$ cat config.mk
export PLATFORM = sky130hd
export DESIGN_NAME = tmds_rx_decoder
export DESIGN_NICKNAME = d
export VERILOG_FILES = /design/src/rtl/tmds_dec_pkg.sv /design/src/rtl/tmds_lane_decode.sv /design/src/rtl/tmds_out_stage.sv /design/src/rtl/tmds_rx_decoder.sv
export SDC_FILE = /design/constraint.sdc
export NUM_CORES = 1
export LEC_CHECK = 0
export BUFFER_PORTS_ARGS = -buffer_cell sky130_fd_sc_hd__clkbuf_2
export CORE_UTILIZATION = 50
export CTS_BUF_LIST = sky130_fd_sc_hd__clkbuf_8
export CTS_CLUSTER_DIAMETER = 40
export DETAILED_ROUTE_END_ITERATION = 10
export GPL_ROUTABILITY_DRIVEN = 0
export PLACE_DENSITY = 0.91
export SLEW_MARGIN = 20
export SYNTH_ARGS = -nofsm -noshare
export SYNTH_HDL_FRONTEND = slang
export SYNTH_SLANG_ARGS = --single-unit
$ cat constraint.sdc
create_clock -name clk -period 2.13 [get_ports clk]
set_clock_uncertainty 0.15 [all_clocks]
set_input_delay 0.426 -clock clk [delete_from_list [all_inputs] [get_ports clk]]
set_output_delay 0.426 -clock clk [all_outputs]
set_load 0.005 [all_outputs]
$ cat src/rtl/tmds_dec_pkg.sv
// Shared widths and control-token codes for the TMDS symbol decoder.
// Assumes 10-bit symbols carrying 8-bit samples or 2-bit control pairs.
package tmds_dec_pkg;
    localparam int SYM_W  = 10;
    localparam int PIX_W  = 8;
    localparam int CTL_W  = 2;
    localparam int LANES  = 3;

    localparam logic [SYM_W-1:0] TOK_00 = 10'b1101010100;
    localparam logic [SYM_W-1:0] TOK_01 = 10'b0010101011;
    localparam logic [SYM_W-1:0] TOK_10 = 10'b0101010100;
    localparam logic [SYM_W-1:0] TOK_11 = 10'b1010101011;
endpackage

$ cat src/rtl/tmds_lane_decode.sv
// Combinational decode of one lane's symbol.
// Detects the four control tokens and, in parallel, recovers the
// transition-coded 8-bit sample. Assumes the symbol is word-aligned.
module tmds_lane_decode
    import tmds_dec_pkg::*;
#(
    parameter int SW = SYM_W,
    parameter int PW = PIX_W
) (
    input  logic [SW-1:0] sym_i,
    output logic          is_tok_o,
    output logic [CTL_W-1:0] ctl_o,
    output logic [PW-1:0] pix_o
);
    localparam int INV_BIT = SW - 1;
    localparam int XOR_BIT = SW - 2;

    logic [PW-1:0] q_w;

    // Match the symbol against the four control tokens.
    always_comb begin
        is_tok_o = 1'b1;
        ctl_o    = '0;
        case (sym_i)
            TOK_00:  ctl_o = 2'b00;
            TOK_01:  ctl_o = 2'b01;
            TOK_10:  ctl_o = 2'b10;
            TOK_11:  ctl_o = 2'b11;
            default: is_tok_o = 1'b0;
        endcase
    end

    // Undo the optional inversion of the low payload bits.
    always_comb begin
        q_w = sym_i[INV_BIT] ? ~sym_i[PW-1:0] : sym_i[PW-1:0];
    end

    // Undo the XOR or XNOR chain between neighbouring bits.
    always_comb begin
        pix_o[0] = q_w[0];
        for (int i = 1; i < PW; i++) begin
            pix_o[i] = sym_i[XOR_BIT] ? (q_w[i] ^ q_w[i-1])
                                      : ~(q_w[i] ^ q_w[i-1]);
        end
    end
endmodule

$ cat src/rtl/tmds_out_stage.sv
// Output register stage that merges the per-lane decode results.
// Pixels pass only when no lane holds a token; each lane's control
// pair is held until that lane carries a new token. Reset is
// synchronous and active low.
module tmds_out_stage
    import tmds_dec_pkg::*;
#(
    parameter int NL = LANES,
    parameter int PW = PIX_W
) (
    input  logic                        clk,
    input  logic                        rst_n,
    input  logic [NL-1:0]               is_tok_i,
    input  logic [NL-1:0][CTL_W-1:0]    ctl_i,
    input  logic [NL-1:0][PW-1:0]       pix_i,
    output logic [NL-1:0][CTL_W-1:0]    ctl_q,
    output logic [NL-1:0][PW-1:0]       pix_q,
    output logic                        de_q,
    output logic                        err_q
);
    logic any_tok_w;
    logic all_tok_w;

    // Summarise token presence across the lanes.
    always_comb begin
        any_tok_w = |is_tok_i;
        all_tok_w = &is_tok_i;
    end

    // Register data enable and the lane-disagreement flag.
    always_ff @(posedge clk) begin
        if (!rst_n) begin
            de_q  <= 1'b0;
            err_q <= 1'b0;
        end else begin
            de_q  <= !any_tok_w;
            err_q <= any_tok_w && !all_tok_w;
        end
    end

    for (genvar g = 0; g < NL; g++) begin : g_lane
        // Register the lane's sample, zeroed outside active pixels.
        always_ff @(posedge clk) begin
            if (!rst_n)          pix_q[g] <= '0;
            else if (any_tok_w)  pix_q[g] <= '0;
            else                 pix_q[g] <= pix_i[g];
        end

        // Capture the lane's control pair only on a token.
        always_ff @(posedge clk) begin
            if (!rst_n)           ctl_q[g] <= '0;
            else if (is_tok_i[g]) ctl_q[g] <= ctl_i[g];
        end


        ctl_hold_chk: assert property (@(posedge clk) disable iff (!rst_n)
            (!is_tok_i[g] && rst_n) |=> $stable(ctl_q[g]));


        ctl_load_chk: assert property (@(posedge clk) disable iff (!rst_n)
            (is_tok_i[g] && rst_n) |=> (ctl_q[g] == $past(ctl_i[g])));
    end


    de_follows_lanes_chk: assert property (@(posedge clk) disable iff (!rst_n)
        (is_tok_i == '0 && rst_n) |=> de_q);


    blank_zero_chk: assert property (@(posedge clk) disable iff (!rst_n)
        !de_q |-> (pix_q == '0));


    err_excl_chk: assert property (@(posedge clk) disable iff (!rst_n)
        err_q |-> !de_q);


    err_mixed_chk: assert property (@(posedge clk) disable iff (!rst_n)
        ($countones(is_tok_i) == 1 && rst_n) |=> err_q);
endmodule

$ cat src/rtl/tmds_rx_decoder.sv
// Top of the three-lane TMDS symbol decoder.
// Lane 0 is blue, lane 1 green, lane 2 red. Assumes the symbols are
// already deskewed and word-aligned; output latency is one cycle.
module tmds_rx_decoder
    import tmds_dec_pkg::*;
#(
    parameter int SW = SYM_W,
    parameter int PW = PIX_W
) (
    input  logic          clk,
    input  logic          rst_n,
    input  logic [SW-1:0] sym_b_i,
    input  logic [SW-1:0] sym_g_i,
    input  logic [SW-1:0] sym_r_i,
    output logic [PW-1:0] red_o,
    output logic [PW-1:0] green_o,
    output logic [PW-1:0] blue_o,
    output logic          hsync_o,
    output logic          vsync_o,
    output logic          de_o,
    output logic [CTL_W-1:0] ctl_g_o,
    output logic [CTL_W-1:0] ctl_r_o,
    output logic          sym_err_o
);
    localparam int NL = LANES;

    logic [NL-1:0][SW-1:0]    sym_w;
    logic [NL-1:0]            is_tok_w;
    logic [NL-1:0][CTL_W-1:0] ctl_w;
    logic [NL-1:0][PW-1:0]    pix_w;
    logic [NL-1:0][CTL_W-1:0] ctl_q;
    logic [NL-1:0][PW-1:0]    pix_q;

    // Gather the lane inputs into one indexed bundle.
    always_comb begin
        sym_w[0] = sym_b_i;
        sym_w[1] = sym_g_i;
        sym_w[2] = sym_r_i;
    end

    for (genvar g = 0; g < NL; g++) begin : g_dec
        tmds_lane_decode #(.SW(SW), .PW(PW)) lane_i (
            .sym_i    (sym_w[g]),
            .is_tok_o (is_tok_w[g]),
            .ctl_o    (ctl_w[g]),
            .pix_o    (pix_w[g])
        );
    end

    tmds_out_stage #(.NL(NL), .PW(PW)) out_i (
        .clk      (clk),
        .rst_n    (rst_n),
        .is_tok_i (is_tok_w),
        .ctl_i    (ctl_w),
        .pix_i    (pix_w),
        .ctl_q    (ctl_q),
        .pix_q    (pix_q),
        .de_q     (de_o),
        .err_q    (sym_err_o)
    );

    // Map the registered lane results onto named ports.
    always_comb begin
        blue_o  = pix_q[0];
        green_o = pix_q[1];
        red_o   = pix_q[2];
        hsync_o = ctl_q[0][0];
        vsync_o = ctl_q[0][1];
        ctl_g_o = ctl_q[1];
        ctl_r_o = ctl_q[2];
    end


    de_latency_chk: assert property (@(posedge clk) disable iff (!rst_n)
        (rst_n && $past(rst_n) && $past(is_tok_w == '0)) |-> de_o);
endmodule

==> qor.csv <==
stage,metric,value,unit
run_status,status,"finished, final reports clean",
clock_network,post_cts resized,0,
setup_path,"Arr. time, crit path",1.91,ns
cells_and_area,# nets final,258,
cells_and_area,Final Cell Area,2130,um^2
timing,Max Fclk,538,MHz
setup_path,CP startpoint kind,primary input,
setup_path,crit-path max cell delay,0.41,ns
power_and_ir_drop,Clock Power Share,40.4,%
timing,Tmin final,1.86,ns
clock_network,CTS tree,done,
power_and_ir_drop,Cell Pwr Density,737,nW/um^2
floorplan,core area,3130,um^2
synthesis,Syn. warnings,0,
job,Max Cap Viol,0,
global_route,vias in the first global route,1231,
clock_network,Max Buffers Root-to-Sink,2,
timing,final hold viol count,0,
setup_path,Setup CP Type,primary input to flop,
floorplan,Initial Util,53.9,%
detailed_routing,DR iter-0 viols,32,
clock_network,H-tree depth,2,
setup_path,reg-to-reg startpoint,out_i.ctl_q[1],
placed_design,dpl cell area,2010,um^2
clock_network,CTS buffer count,5,
setup_path,R2R depth,2,
power_and_ir_drop,Comb pwr share,17.5,%
detailed_routing,DRT antenna net count,0,
setup_path,reg2reg setup slack,1.32,ns
timing,fin crit share,87.3,%
setup_path,"Slowest-stage cell, CP",nand4_4,
synthesis,syn_area_per_cell,10.8,um^2
clock_network,clock-pin slew on the worst setup and hold paths,0.06,ns
synthesis,synthesized area,1690,um^2
floorplan,I/O Pins,64,
timing,TNS Setup,0,ns
clock_network,TritonCTS Sinks,32,
power_and_ir_drop,Worst VDD drop,0.000404,V
global_route,global router's overall resource usage,20.2,%
timing,"Slew Viols, Final",0,
clock_network,setup bufs post-CTS,0,
detailed_routing,post-DR vias/cell,5.01,
detailed_routing,first-pass iteration count of the detailed router,4,
detailed_routing,vias,1328,
power_and_ir_drop,Flop pwr share,42.1,%
cells_and_area,Antenna diodes,0,
global_route,largest net degree at the start of global routing,26,
power_and_ir_drop,P_int,0.00120,W
floorplan,Die X,60.1,um
floorplan,Rows,20,
timing,final setup vio count,0,
min_path,Worst Hold Depth,3,
min_path,Hold Path End,out_i.pix_q[14],
setup_path,worst path cell trace,clkbuf_2 -> inv_1 -> ha_1 -> and4b_1 -> nand3_1 -> nand4_4 -> nor3_1,
synthesis,Yosys reg bits,32,
floorplan,Die H,60.1,um
clock_network,Clock Latency Late Sink,0.29,ns
min_path,HP Class,primary input to flop,
global_route,grt ovf,0,
detailed_routing,# DRC,0,
cells_and_area,share of layout cells above drive strength 1,44.3,%
power_and_ir_drop,Static Leakage,0.960,nW
placed_design,post-DP HPWL,2590,um
detailed_routing,"wirelength, routed",3330,um
timing,worst-margin pin slew,0.433,ns
clock_network,hold buffers post-CTS,0,
detailed_routing,routed len/inst,12.6,um
global_route,initial antenna violation count,0,
floorplan,die area,3610,um^2
power_and_ir_drop,sw frac,23.7,%
timing,RSZ-0062 raised after global routing,false,
synthesis,sequential element share of the synthesized area,38.0,%
cells_and_area,area growth from synthesis to final layout,26.7,%
timing,Slew HR,71.1,%
synthesis,Post-Syn Nets,194,
placed_design,IO Port Bufs,63,
setup_path,CP Data Required Time,2.18,ns
cells_and_area,fill count,242,
synthesis,Syn Inst Count,156,
setup_path,Max Fanout on Critical Path,25,
clock_network,clock root cell,clkbuf_8,
setup_path,crit path capture type,flop,
global_route,first-pass GRT wire length,5230,um
min_path,hold path start,sym_g_i[6],
power_and_ir_drop,Net Sw Power,0.000373,W
setup_path,Worst R2R End,out_i.ctl_q[1],
synthesis,Synth cell types,31,
## area by class of cell
class                           count  area [um^2]  share of cell area, %
Sequential cell                    32          641                   30.0
Clock buffer                        7         96.3                   4.51
Inverter                            7         26.3                   1.23
Multi-Input combinational cell    110          951                   44.5
Tap cell                           44         55.1                   2.58
Timing Repair Buffer               64          335                   15.7
Clock inverter                      1         30.0                   1.41
## sequential cells by signal, indices dropped and copies added (netlist names)
register     cells
out_i.pix_q     24
out_i.err_q      1
out_i.ctl_q      6
out_i.de_q       1
## through the flow
stage | std cells | utilization [%] | setup slack [ns] | power [W] | hold slack (ns)
6_report | 265 | 68.2 | 0.271 | 0.00157 | 0.297
3_5_place_dp | 257 | 64.2 | -0.0243 | 0.000952 | 0.305
2_1_floorplan | 156 | - | 0.426 | 0.000837 | 0.303
4_1_cts | 265 | 68.2 | 0.301 | 0.00158 | 0.297
3_3_place_gp | 257 | 64.2 | 0.0931 | 0.000942 | 0.300
5_1_grt | 265 | 68.2 | 0.140 | 0.00166 | 0.309
## worst max-delay path: cells and delay by family
kind                       cells  cell delay [ns]
buffers and inverters          2             0.16
and+or+nand+nor                4             1.14
adders and majority gates      1             0.19
## routing by layer
| metal | vias up | GRT usage [%] | share of wire (%) |
|---|---|---|---|
| met5 | - | 0 | 0 |
| met4 | 0 | 11.6 | 2.6 |
| met3 | 10 | 6.71 | 5.6 |
| met2 | 45 | 32.4 | 48 |
| met1 | 608 | 23.5 | 44 |
| li1 | 665 | - | - |
## synthesized netlist by cell type (all sizes together)
| cell type | n | share of area, % |
|---|---|---|
| a221oi | 1 | 0.89 |
| nand4b | 1 | 1.4 |
| and2 | 1 | 0.37 |
| a22oi | 1 | 0.45 |
| xnor2 | 32 | 17 |
| nor2b | 4 | 1.5 |
| and4 | 1 | 0.67 |
| nor3 | 24 | 9.8 |
| buf | 7 | 4.0 |
| nor3b | 1 | 0.74 |
| a21oi | 6 | 1.8 |
| dfxtp | 32 | 38 |
| nand4 | 4 | 3.3 |
| and4b | 1 | 0.59 |
| and4bb | 4 | 3.0 |
| nor2 | 2 | 0.45 |
| inv | 7 | 1.6 |
| nand2 | 4 | 0.89 |
| xor2 | 3 | 1.6 |
| nand3 | 5 | 2.7 |
| o211ai | 3 | 1.3 |
| and3b | 2 | 1.1 |
| nor4b | 1 | 0.89 |
| ha | 6 | 4.5 |
| mux2 | 3 | 2.0 |
## cells by family after synthesis
family,Yosys count,synth area share (%)
buffers and inverters,14,5.57
multiplexers,3,2.00
AND/OR/NAND/NOR,55,27.3
flip-flops,32,38.0
XOR/XNOR,35,18.2
adder cells (fa/ha/maj),6,4.45
AO/OA/AOI/OAI,11,4.45
## power groups by stage
stage / logic (W) / registers, W / clock network (W)
after floorplan: 0.000157 / 0.000680 / 0
after global placement: 0.000269 / 0.000673 / 0
after detailed placement: 0.000277 / 0.000675 / 0
after CTS: 0.000278 / 0.000662 / 0.000643
after global routing: 0.000305 / 0.000665 / 0.000686
final: 0.000275 / 0.000661 / 0.000636
## placed cells by master (no fill, tap or decap), drive strengths merged
cell,n
and4bb,4
dfxtp,32
nor4b,1
a22oi,1
nor3,24
and4,1
a221oi,1
nand2,4
nor3b,1
and2,1
a21oi,6
bufinv,1
inv,7
nor2,2
mux2,3
xnor2,32
o211ai,3
xor2,3
nand3,5
clkbuf,70
nand4b,1
ha,6
and4b,1
and3b,2
nor2b,4
nand4,4
buf,1
## worst max path at each step
stage,cells past startpoint,startpoint,endpoint
finish,7,sym_b_i[0],out_i.pix_q[10]
global route,7,sym_b_i[0],out_i.pix_q[10]
CTS,7,sym_b_i[0],out_i.pix_q[10]
detailed placement,7,sym_b_i[0],out_i.pix_q[10]
global placement,7,sym_b_i[0],out_i.pix_q[19]
floorplan,7,sym_b_i[0],out_i.pix_q[0]
(Power assumes the default switching activity.)
